## src/rtl/irq_cap_pkg.sv

```systemverilog
package irq_cap_pkg;
  localparam int REG_AW = 5;
  localparam int REG_DW = 32;

  localparam logic [REG_AW-1:0] OFS_GLOBAL = 5'h00;
  localparam logic [REG_AW-1:0] OFS_ENABLE = 5'h04;
  localparam logic [REG_AW-1:0] OFS_PEND   = 5'h08;
  localparam logic [REG_AW-1:0] OFS_ACK    = 5'h0C;
  localparam logic [REG_AW-1:0] OFS_RAW    = 5'h10;

  typedef enum logic [1:0] {
    SEL_NONE,
    SEL_GLOBAL,
    SEL_ENABLE,
    SEL_ACK
  } wr_sel_e;
endpackage

```

## src/rtl/irq_src_cond.sv

```systemverilog
module irq_src_cond #(
  parameter bit IS_LEVEL = 1'b0,
  parameter bit ACT_HIGH = 1'b1
) (
  input  logic clk,
  input  logic rst_n,
  input  logic src_i,
  input  logic ack_i,
  output logic pend_o
);
  logic active;
  logic pend_d, pend_q;

  assign active = (src_i == ACT_HIGH);
  assign pend_o = pend_q;

  generate
    if (IS_LEVEL) begin : g_level
      logic unused_ack;
      assign unused_ack = ack_i;
      assign pend_d     = active;

      // pending tracks the previous cycle's activity, ack has no say
      a_r6_level_track: assert property (@(posedge clk) disable iff (!rst_n)
        1'b1 |=> (pend_q == ($past(src_i) == ACT_HIGH)));
    end else begin : g_edge
      logic prev_d, prev_q;
      logic seen_edge;

      // prev is refreshed every cycle, independent of any enable
      assign prev_d    = src_i;
      assign seen_edge = active && (prev_q != ACT_HIGH);
      assign pend_d    = seen_edge | (pend_q & ~ack_i);

      always_ff @(posedge clk or negedge rst_n) begin
        if (!rst_n) prev_q <= ACT_HIGH;
        else        prev_q <= prev_d;
      end

      // with no input transition a clear bit stays clear
      a_r4_no_spurious: assert property (@(posedge clk) disable iff (!rst_n)
        (!pend_q && (src_i == prev_q)) |=> !pend_q);
      // a set bit survives any cycle without acknowledge
      a_r5_sticky: assert property (@(posedge clk) disable iff (!rst_n)
        (pend_q && !ack_i) |=> pend_q);
    end
  endgenerate

  always_ff @(posedge clk or negedge rst_n) begin
    if (!rst_n) pend_q <= 1'b0;
    else        pend_q <= pend_d;
  end
endmodule

```

## src/rtl/irq_reg_file.sv

```systemverilog
module irq_reg_file
  import irq_cap_pkg::*;
#(
  parameter int NUM_SRC = 2
) (
  input  logic              clk,
  input  logic              rst_n,
  input  logic              wr_en,
  input  logic [REG_AW-1:0] wr_addr,
  input  logic [REG_DW-1:0] wr_data,
  input  logic [REG_AW-1:0] rd_addr,
  output logic [REG_DW-1:0] rd_data,
  input  logic [NUM_SRC-1:0] pend_i,
  input  logic [NUM_SRC-1:0] raw_i,
  output logic              gen_en_o,
  output logic [NUM_SRC-1:0] src_en_o,
  output logic [NUM_SRC-1:0] ack_o
);
  wr_sel_e            wr_sel;
  logic               gen_d, gen_q;
  logic [NUM_SRC-1:0] en_d, en_q;
  logic               unused_wdata;

  assign unused_wdata = &{1'b0, wr_data};

  always_comb begin
    wr_sel = SEL_NONE;
    if (wr_en) begin
      unique case (wr_addr)
        OFS_GLOBAL: wr_sel = SEL_GLOBAL;
        OFS_ENABLE: wr_sel = SEL_ENABLE;
        OFS_ACK:    wr_sel = SEL_ACK;
        default:    wr_sel = SEL_NONE;
      endcase
    end
  end

  always_comb begin
    gen_d = gen_q;
    en_d  = en_q;
    if (wr_sel == SEL_GLOBAL) gen_d = wr_data[0];
    if (wr_sel == SEL_ENABLE) en_d  = wr_data[NUM_SRC-1:0];
  end

  always_ff @(posedge clk or negedge rst_n) begin
    if (!rst_n) begin
      gen_q <= 1'b0;
      en_q  <= '0;
    end else begin
      gen_q <= gen_d;
      en_q  <= en_d;
    end
  end

  assign ack_o    = (wr_sel == SEL_ACK) ? wr_data[NUM_SRC-1:0] : '0;
  assign gen_en_o = gen_q;
  assign src_en_o = en_q;

  always_comb begin
    rd_data = '0;
    unique case (rd_addr)
      OFS_GLOBAL: rd_data[0]           = gen_q;
      OFS_ENABLE: rd_data[NUM_SRC-1:0] = en_q;
      OFS_PEND:   rd_data[NUM_SRC-1:0] = pend_i;
      OFS_RAW:    rd_data[NUM_SRC-1:0] = raw_i;
      default:    rd_data              = '0;
    endcase
  end

  // enable register changes only through a write to its offset
  a_r10_en_hold: assert property (@(posedge clk) disable iff (!rst_n)
    !(wr_en && wr_addr == OFS_ENABLE) |=> $stable(src_en_o));
endmodule

```

## src/rtl/irq_out_gen.sv

```systemverilog
module irq_out_gen #(
  parameter bit OUT_LEVEL = 1'b1,
  parameter bit OUT_HIGH  = 1'b1
) (
  input  logic clk,
  input  logic rst_n,
  input  logic req_i,
  output logic irq_o
);
  logic fire;

  generate
    if (OUT_LEVEL) begin : g_level
      logic unused_clk;
      assign unused_clk = clk ^ rst_n;
      assign fire       = req_i;
    end else begin : g_pulse
      logic req_d, req_q;
      assign req_d = req_i;
      assign fire  = req_i & ~req_q;

      always_ff @(posedge clk or negedge rst_n) begin
        if (!rst_n) req_q <= 1'b0;
        else        req_q <= req_d;
      end

      // the pulse never lasts beyond one cycle
      a_r9_one_cycle: assert property (@(posedge clk) disable iff (!rst_n)
        (irq_o == OUT_HIGH) |=> (irq_o != OUT_HIGH));
    end
  endgenerate

  assign irq_o = OUT_HIGH ? fire : ~fire;
endmodule

```

## src/rtl/irq_capture_ctrl.sv

```systemverilog
module irq_capture_ctrl
  import irq_cap_pkg::*;
#(
  parameter int          NUM_SRC   = 2,
  parameter logic [31:0] SRC_LEVEL = 32'hFFFF_FFFE,
  parameter logic [31:0] SRC_HIGH  = 32'hFFFF_FFFF,
  parameter bit          OUT_LEVEL = 1'b1,
  parameter bit          OUT_HIGH  = 1'b1
) (
  input  logic               clk,
  input  logic               rst_n,
  input  logic [NUM_SRC-1:0] src_i,
  input  logic               wr_en,
  input  logic [4:0]         wr_addr,
  input  logic [31:0]        wr_data,
  input  logic [4:0]         rd_addr,
  output logic [31:0]        rd_data,
  output logic               irq_o
);
  logic [NUM_SRC-1:0] pend, src_en, ack, gated;
  logic               gen_en, any_req;

  irq_reg_file #(.NUM_SRC(NUM_SRC)) u_regs (
    .clk      (clk),
    .rst_n    (rst_n),
    .wr_en    (wr_en),
    .wr_addr  (wr_addr),
    .wr_data  (wr_data),
    .rd_addr  (rd_addr),
    .rd_data  (rd_data),
    .pend_i   (pend),
    .raw_i    (src_i),
    .gen_en_o (gen_en),
    .src_en_o (src_en),
    .ack_o    (ack)
  );

  for (genvar g = 0; g < NUM_SRC; g++) begin : g_src
    irq_src_cond #(
      .IS_LEVEL (SRC_LEVEL[g]),
      .ACT_HIGH (SRC_HIGH[g])
    ) u_cond (
      .clk    (clk),
      .rst_n  (rst_n),
      .src_i  (src_i[g]),
      .ack_i  (ack[g]),
      .pend_o (pend[g])
    );
  end

  assign gated   = pend & src_en & {NUM_SRC{gen_en}};
  assign any_req = |gated;

  irq_out_gen #(.OUT_LEVEL(OUT_LEVEL), .OUT_HIGH(OUT_HIGH)) u_out (
    .clk   (clk),
    .rst_n (rst_n),
    .req_i (any_req),
    .irq_o (irq_o)
  );

  // global disable silences the request
  a_r7_global_gate: assert property (@(posedge clk) disable iff (!rst_n)
    !gen_en |-> (irq_o != OUT_HIGH));
  // nothing pending and enabled means no request
  a_r7_source_gate: assert property (@(posedge clk) disable iff (!rst_n)
    ((pend & src_en) == '0) |-> (irq_o != OUT_HIGH));
endmodule

```

## config.mk

```make
export PLATFORM = sky130hd
export DESIGN_NAME = irq_capture_ctrl
export DESIGN_NICKNAME = d
export VERILOG_FILES = /design/src/rtl/irq_cap_pkg.sv /design/src/rtl/irq_src_cond.sv /design/src/rtl/irq_reg_file.sv /design/src/rtl/irq_out_gen.sv /design/src/rtl/irq_capture_ctrl.sv
export SDC_FILE = /design/constraint.sdc
export NUM_CORES = 1
export LEC_CHECK = 0
export BUFFER_PORTS_ARGS = -buffer_cell sky130_fd_sc_hd__buf_2
export CAP_MARGIN = 20
export CORE_UTILIZATION = 32
export CTS_CLUSTER_SIZE = 10
export DETAILED_ROUTE_END_ITERATION = 8
export GPL_TIMING_DRIVEN = 0
export PLACE_DENSITY = 0.84
export SLEW_MARGIN = 10
export SYNTH_ARGS = -nofsm -noshare
export SYNTH_HDL_FRONTEND = slang
export SYNTH_SLANG_ARGS = --single-unit
```

## constraint.sdc

```tcl
create_clock -name clk -period 3 [get_ports clk]
set_clock_uncertainty 0.15 [all_clocks]
set_input_delay 0.15 -clock clk [delete_from_list [all_inputs] [get_ports clk]]
set_output_delay 0.15 -clock clk [all_outputs]
set_load 0.01 [all_outputs]
```

==> results.md, run 1 <==
* Status: finished, violations left
* Failing checks: design-rule violations
* Comb pwr share at 34.7%
* Vias post-DR at 498
* Startpoint types: register
* Final Hold Viols at 0
* Pins Over Slew Limit at 0
* Synth Area in Compound Gates at 9.492%
* Fmax at 0.5631 GHz
* DRT iter0 DRCs at 7
* Largest family of logic cells by synthesized area: buffers and inverters
* Pwr dens at 321.2 nW/µm²
* Slowest CP cell: dfrtp_1
* Post-Place Cells at 125
* Share of cells above drive strength 1 at 50.43%
* Kind of critical path: reg -> out
* Yosys top cell area share at 39.74%
* Area share of and/or/nand/nor cells after synthesis at 13.02%
* Final setup violation count at 0
* Fin crit share at 59.19%
* Post-synthesis sequential area ratio at 26.71%
* Die area at 1943 µm²
* Area of the multi-input gates at 291.5 µm²
* Critical path cell sequence: mux2i_1 -> or2_2 -> a2111oi_0 -> buf_2
* Largest net degree at the start of global routing at 7
* Synth area leader: buf_4
* CTS Buf Count at 3
* VDD IR max at 214.2 µV
* Grt ovf at 0
* Post-Layout Cell Count at 133
* DRC errors left at 5
* Setup tns final at 0 ns
* Post-Syn Area at 566.8 µm²
* Final setup margin at 1.224 ns
* Post-route ant nets at 0
* First-pass DRT Iterations at 5
* RSZ-0062 raised after global routing: no
* Yosys cell types at 23
* Design internal power at 0.1971 mW
* Routed WL at 1028 µm
* Row cnt at 14
* MaxCap Viol Count at 0
* Die X at 44.09 µm
* Leak Pwr at 0.5116 nW
* Cells after synthesis at 61
* Cell chosen for the clock root: clkbuf_4
* Max Buffers Root-to-Sink at 2
* H-tree levels at 1
* Required arrival time at the worst endpoint at 2.70 ns
* Hold Path Class: in -> reg
* Register area at 151.4 µm²
* Post-CTS Setup Inserts at 0
* Mapped Avg Cell Area at 9.292 µm²
* Fillcell total at 151
* Total track usage at 11.03%
* Sink Count at 6
* Worst path max stage delay at 0.37 ns
* Initial antenna violation count at 0
* Worst EP arrival at 1.48 ns
* Post-DR wirelength/cell at 7.729 µm
* P&R area growth vs syn at 51.21%
* Number of diodes at 0
* Vias in the first global route at 442
* Post-synthesis xor/xnor area fraction at 0%
* Crit Path Max Fanout at 3
* Starting density of the core at 35.95%
* First-pass GRT wire length at 1593 µm
* Final HPWL DP at 894.9 µm
* Sw frac at 28.38%
* Worst setup EP type: primary output
* Die H at 44.09 µm
* Most frequent cells in the layout: 30 x buf_4, 30 x conb_1, 19 x buf_2
* CP Buf/Inv Count at 1
* Core ar. at 1577 µm²
* Top delay family on crit path: flip-flops
* Tmin final at 1.776 ns
* Routed vias/inst at 3.744
* I/O Buffers at 19
* Clock network fraction of total power at 29.4%
* Finished Core Util at 54.37%
* Reg clk slew, reported paths at 0.05 ns
* I/O pin count at 80
* Syn. warnings at 0
* CTS tree: built
* Clock latency on the worst-skew pair at 0.25 ns
* Seq pwr share at 35.9%
* NetSw at 0.07812 mW
* Synthesis-stage register bit count at 6
* Mux contribution to synthesized area at 9.051%
* Net count, final at 165
* Final Wtd Congestion at 0.6517
* Synth Area in Adders at 0%
* Worst Setup Slack post-DPL at 1.236 ns
* Dominant cells by area after synthesis: buf_4 40%, dfrtp_1 22%, mux2_4 5.3%, dfstp_2 4.6%, or4b_4 2.4%
sequential cells by signal (all words and copies together) (netlist names):
register	flops
g_src.u_cond.pend_o	2
g_src.u_cond.g_edge.prev_q	1
u_regs.src_en_o	2
u_regs.gen_en_o	1
kinds of logic (layout without fill, tap and decap cells):
kind of cell           after synthesis  after routing
DFF                                  6              6
muxes                                4              4
buffers and inverters               32             59
other                                1             30
AOI/OAI and AO/OA                    8              8
and+or+nand+nor                     10             10
worst paths after layout:
kind,from,endpoint,slack [ns],depth (start not counted)
worst max-delay path,u_regs.src_en_o[0],rd_data[0],1.22,4
worst min-delay path,wr_data[0],u_regs.src_en_o[0],0.02,2
worst max register to register,u_regs.src_en_o[1],u_regs.src_en_o[1],2.07,1
worst min register to register,g_src[0].u_cond.g_edge.prev_q,g_src[0].u_cond.pend_o,0.36,1
max in group asynchronous,rst_n,g_src[0].u_cond.g_edge.prev_q,2.37,2
min in group asynchronous,rst_n,u_regs.gen_en_o,0.11,2
cell type report:
cell class | instances | share of cell area, %
buffer | 30 | 26.28
clock buffer | 4 | 3.066
inverter | 2 | 0.8759
multi-input combinational | 52 | 34.01
sequential | 6 | 17.66
tap | 16 | 2.336
timing repair buffer | 23 | 15.77
per-stage QoR:
step / power, mW / hold WS (ns) / cell area (µm²)
after floorplan: 0.1668 / -0.2956 / 675.6
after global placement: 0.1872 / -0.1746 / 790.8
after detailed placement: 0.1895 / -0.1666 / 790.8
after CTS: 0.2775 / 0.008010 / 857.1
after global routing: 0.2956 / 0.01608 / 857.1
final: 0.2753 / 0.01901 / 857.1
metal layers:
metal  track usage, %  routed length [µm]  vias to the layer above
li1                 -                   -                      258
met1            10.41                 328                      204
met2            21.76                 566                       34
met3            1.224                 117                        2
met4            7.273                  15                        0
met5                0                   0                        -
cell usage after synthesis (all sizes together):
cell,instances
dfstp,1
a22oi,1
nand3,1
or4b,1
mux2i,1
nor2,2
nor3,1
a211oi,1
a31oi,2
o21ai,2
buf,30
a21boi,1
nor4bb,1
a2111oi,1
nor2b,1
or3b,1
inv,2
or2,1
dfrtp,5
mux2,3
conb,1
nand4b,1
power groups by stage:
stage / Clock (mW) / Sequential [mW] / Combinational (mW)
3_5_place_dp: 0 / 0.100 / 0.0894
6_report: 0.0810 / 0.0987 / 0.0955
2_1_floorplan: 0 / 0.0973 / 0.0695
5_1_grt: 0.0908 / 0.100 / 0.105
4_1_cts: 0.0843 / 0.0993 / 0.0939
3_3_place_gp: 0 / 0.0994 / 0.0877
repair_timing:
item                       CTS  global route
resized for setup            0             0
hold endpoints to repair     9             0
setup endpoints to repair    0             0
hold buffers                 4             0
(Power assumes the default switching activity.)
==> run 2: changes to the inputs <==
--- a/config.mk
+++ b/config.mk
@@ -7,11 +7,11 @@
 export LEC_CHECK = 0
 export BUFFER_PORTS_ARGS = -buffer_cell sky130_fd_sc_hd__buf_2
 export CAP_MARGIN = 20
-export CORE_UTILIZATION = 32
+export CORE_UTILIZATION = 27
 export CTS_CLUSTER_SIZE = 10
 export DETAILED_ROUTE_END_ITERATION = 8
 export GPL_TIMING_DRIVEN = 0
-export PLACE_DENSITY = 0.84
+export PLACE_DENSITY = 0.76
 export SLEW_MARGIN = 10
 export SYNTH_ARGS = -nofsm -noshare
 export SYNTH_HDL_FRONTEND = slang
==> constraint.sdc (replaced) <==
create_clock -name clk -period 1.57 [get_ports clk]
set_clock_uncertainty 0.15 [all_clocks]
set_input_delay 0.0785 -clock clk [delete_from_list [all_inputs] [get_ports clk]]
set_output_delay 0.0785 -clock clk [all_outputs]
set_load 0.01 [all_outputs]
==> results.md, run 2 (synthesis gave the netlist of run 1 again) <==
* Total track usage at 10.37%
* Final setup margin at -0.04819 ns
* Commonest non-fill, non-tap cell in the layout: buf_4
* Fmax at 0.6180 GHz
* Number of diodes at 0
* MaxCap Viol Count at 0
* I/O Buffers at 19
* Reg2reg setup slack at 0.55 ns
* Largest net degree at the start of global routing at 7
* Post-DR wirelength/cell at 7.442 µm
* Post-route ant nets at 0
* Critical path cell sequence: dlygate4sd3_1 -> buf_2 -> a31oi_1 -> a2111oi_4 -> buf_2
* Sink Count at 6
* Worst EP arrival at 1.39 ns
* CTS tree: built
* Pins Over Slew Limit at 0
* Starting density of the core at 28.89%
* Row cnt at 16
* Worst r2r path cells at 2
* Required arrival time at the worst endpoint at 1.34 ns
* Hold Path Stages at 4
* Leak Pwr at 0.5287 nW
* Hold Path Class: in -> reg
* Crit Path Max Fanout at 3
* Worst Setup Slack post-DPL at -0.1340 ns
* Pwr dens at 605.3 nW/µm²
* Post-Layout Cell Count at 147
* Hold Path Origin: wr_addr[2]
* Cell chosen for the clock root: clkbuf_4
* Tmin final at 1.618 ns
* Startpoint types: input pin
* Routed vias/inst at 3.558
* Net count, final at 168
* Die X at 47.82 µm
* Routed WL at 1094 µm
* Die area at 2286 µm²
* RSZ-0062 raised after global routing: yes
* VDD IR max at 300.5 µV
* Max Buffers Root-to-Sink at 2
* DRT iter0 DRCs at 1
* First-pass DRT Iterations at 2
* Most frequent cells in the layout: 32 x buf_4, 30 x conb_1, 19 x buf_2
* Core ar. at 1962 µm²
* Setup tns final at -0.04819 ns
* Reg clk slew, reported paths at 0.04 ns
* Hold Crit Endpoint: g_src[0].u_cond.pend_o
* Vias in the first global route at 445
* FF-to-FF End: u_regs.src_en_o[0]
* Slowest CP cell: dlygate4sd3_1
* Post-Place Cells at 136
* Grt ovf at 0
* First-pass GRT wire length at 1587 µm
* I/O pin count at 80
* CTS Buf Count at 3
* R2R Path Start: u_regs.src_en_o[0]
* Vias post-DR at 523
* Status: finished, violations left
* Final HPWL DP at 872.7 µm
* Clock latency on the worst-skew pair at 0.24 ns
* Fin crit share at 103.1%
* Kind of critical path: in -> out
* Die H at 47.82 µm
* DRC errors left at 0
* P&R area growth vs syn at 61.81%
* Worst path max stage delay at 0.52 ns
* Share of cells above drive strength 1 at 51.67%
* Initial antenna violation count at 0
* Final setup violation count at 1
* CP Buf/Inv Count at 3
* H-tree levels at 1
* Failing checks: negative setup slack
* Fin Hold WS at 0.02256 ns
* Top delay family on crit path: buffers and inverters
* CP dominant cell by count: buf_2
* Worst setup EP type: primary output
* Final Hold Viols at 0
* Final Wtd Congestion at 0.6540
run 2: changes by cell type in the layout (fill, tap and decap cells not counted), sizes merged:
cell / before / now
dlygate4sd3: 4 / 5
buf: 49 / 51
run 2: worst max-delay path by stage:
stage                  startpoint            endpoint  slack [ns]  cells after the start
4_1_cts        u_regs.src_en_o[0]          rd_data[0]       -0.08                      4
2_1_floorplan          wr_addr[1]  u_regs.src_en_o[0]       0.003                      3
5_1_grt        u_regs.src_en_o[0]          rd_data[0]       -0.12                      4
3_5_place_dp           wr_addr[1]  u_regs.src_en_o[1]       -0.13                      4
6_report                 src_i[0]          rd_data[0]       -0.05                      5
3_3_place_gp           wr_addr[1]  u_regs.src_en_o[0]       -0.11                      4
run 2: final cells by class:
| cell class | count | area (µm²) |
|---|---|---|
| fill | 200 | 1045 |
| multi-input combinational | 52 | 312.8 |
| buffer | 30 | 225.2 |
| timing repair buffer | 26 | 160.2 |
| sequential | 6 | 151.4 |
| tap | 27 | 33.78 |
| clock buffer | 4 | 26.28 |
| inverter | 2 | 7.507 |
run 2: stage by stage:
stage          utilization, %  total power [mW]  cell area, µm²
2_1_floorplan               -            0.3188           675.6
3_5_place_dp            41.01            0.3631           804.5
4_1_cts                 46.75            0.5617           917.1
5_1_grt                 46.75            0.5963           917.1
3_3_place_gp            41.01            0.3587           804.5
6_report                46.75            0.5551           917.1
run 2: power breakdown:
group          leakage (nW)  switching (mW)  internal, mW
Clock                0.0150          0.0615        0.0966
Combinational         0.444          0.0875         0.123
Sequential           0.0694          0.0117         0.174
Total                 0.529           0.161         0.394
run 2: tightest hold or removal path, stage by stage:
cell	delay [ns]
buf_2	0.11
nand3_1	0.06
o21ai_0	0.07
o21ai_0	0.07
run 2: repair_timing:
action	in CTS	in global routing
resized for setup	4	0
setup buffers	2	0
pin swaps	1	1
hold buffers	5	0
endpoints found under the setup margin	1	1
endpoints found under the hold margin	12	0
run 2: layer usage:
layer | wire length [µm] | vias up | share of wire, % | global-route usage (%)
met4 | 18 | 0 | 1.6 | 6.667
li1 | - | 265 | - | -
met5 | 0 | - | 0 | 0
met3 | 77 | 2 | 7.0 | 2.264
met1 | 343 | 222 | 31 | 8.238
met2 | 655 | 34 | 60 | 21.62
==> run 3: changes to the inputs <==
--- a/config.mk
+++ b/config.mk
@@ -12,6 +12,7 @@
 export DETAILED_ROUTE_END_ITERATION = 8
 export GPL_TIMING_DRIVEN = 0
 export PLACE_DENSITY = 0.76
+export SKIP_CTS_REPAIR_TIMING = 1
 export SLEW_MARGIN = 10
 export SYNTH_ARGS = -nofsm -noshare
 export SYNTH_HDL_FRONTEND = slang
==> results.md, run 3 (synthesis gave the netlist of run 1 again) <==
* Core ar. at 1962 µm²
* Leak Pwr at 0.5165 nW
* Fin Hold WS at -0.04044 ns
* Share of cells above drive strength 1 at 50.85%
* Post-Place Cells at 136
* Max Buffers Root-to-Sink at 2
* Worst r2r path cells at 1
* Register area at 151.4 µm²
* VDD IR max at 310.6 µV
* Initial antenna violation count at 0
* Clock latency on the worst-skew pair at 0.25 ns
* Worst setup EP type: primary output
* Vias post-DR at 516
* Worst EP arrival at 1.45 ns
* CTS Buf Count at 3
* Kind of critical path: reg -> out
* Final setup violation count at 1
* Tmin final at 1.679 ns
* Worst setup path endpoint: rd_data[0]
* Reg2reg setup slack at 0.64 ns
* Cell chosen for the clock root: clkbuf_4
* Pins Over Slew Limit at 0
* FF-to-FF End: u_regs.src_en_o[1]
* Routed WL at 1053 µm
* P&R area growth vs syn at 56.51%
* Routed vias/inst at 3.559
* MaxCap Viol Count at 0
* Vias in the first global route at 375
* CTS tree: built
* Post-route ant nets at 0
* Setup tns final at -0.1094 ns
* Pwr dens at 601.1 nW/µm²
* Most frequent cells in the layout: 30 x buf_4, 30 x conb_1, 19 x buf_2
* Required arrival time at the worst endpoint at 1.34 ns
* R2R Path Start: u_regs.src_en_o[1]
* RSZ-0062 raised after global routing: yes
* Die X at 47.82 µm
* Row cnt at 16
* Final Hold Viols at 1
* Crit Path Max Fanout at 3
* Worst Setup Slack post-DPL at -0.1340 ns
* Post-DR wirelength/cell at 7.262 µm
* Final setup margin at -0.1094 ns
* Status: finished, violations left
* Startpoint types: register
* Die H at 47.82 µm
* DRT iter0 DRCs at 1
* First-pass DRT Iterations at 2
* Die area at 2286 µm²
* Area of the multi-input gates at 297.8 µm²
* Sink Count at 6
* Hold Path Class: in -> reg
* H-tree levels at 1
* Starting density of the core at 28.89%
* Number of diodes at 0
* Total track usage at 8.591%
* Final HPWL DP at 872.7 µm
* DRC errors left at 0
* Fin crit share at 107.0%
* Critical Path Start: u_regs.src_en_o[0]
* I/O Buffers at 19
* Final Wtd Congestion at 0.6540
* Post-Layout Cell Count at 145
* Grt ovf at 0
* First-pass GRT wire length at 1317 µm
* Fmax at 0.5955 GHz
* I/O pin count at 80
* Reg clk slew, reported paths at 0.05 ns
* Largest net degree at the start of global routing at 7
* Failing checks: negative hold slack, negative setup slack
* Net count, final at 166
* Fillcell total at 204
[run 3: cell types whose count changed in the layout (fill, tap and decap cells not counted), sizes merged]
cell / before / now
buf: 51 / 49
[run 3: through the flow]
step / total power [mW] / cell area, µm² / util (%)
finish: 0.5333 / 887.1 / 45.22
global route: 0.5721 / 887.1 / 45.22
CTS: 0.5280 / 830.8 / 42.35
detailed placement: 0.3631 / 804.5 / 41.01
global placement: 0.3587 / 804.5 / 41.01
floorplan: 0.3188 / 675.6 / -
[run 3: worst max-delay path, cell delays in order (launching register included)]
cell and delay, ns:
dfrtp_1 0.38, mux2i_1 0.08, or2_2 0.28, a2111oi_2 0.28
buf_2 0.18
[run 3: final cells by class]
class | instances | area share (%)
sequential | 6 | 17.07
tap | 27 | 3.808
inverter | 2 | 0.8463
timing repair buffer | 24 | 16.36
buffer | 30 | 25.39
clock buffer | 4 | 2.962
multi-input combinational | 52 | 33.57
[run 3: how the worst min path moves through the flow]
stage / endpoint / cells past startpoint / slack [ns] / from
3_5_place_dp: u_regs.src_en_o[0] / 1 / -0.24 / rst_n
2_1_floorplan: g_src[0].u_cond.pend_o / 0 / -0.37 / rst_n
4_1_cts: u_regs.src_en_o[1] / 1 / -0.52 / rst_n
6_report: g_src[0].u_cond.pend_o / 3 / -0.04 / src_i[0]
5_1_grt: g_src[0].u_cond.pend_o / 3 / 0.01 / src_i[0]
3_3_place_gp: u_regs.src_en_o[1] / 1 / -0.24 / rst_n
[run 3: layer usage]
metal  up-vias  track usage, %  wire length [µm]
li1        262               -                 -
met1       218           7.323               345
met2        34           16.49               612
met3         2           2.264                77
met4         0           6.667                18
met5         -               0                 0
[run 3: power breakdown]
part / switching (mW) / total (mW) / internal [mW]
Clock: 0.0617 / 0.158 / 0.0966
Combinational: 0.0779 / 0.186 / 0.108
Sequential: 0.0143 / 0.189 / 0.175
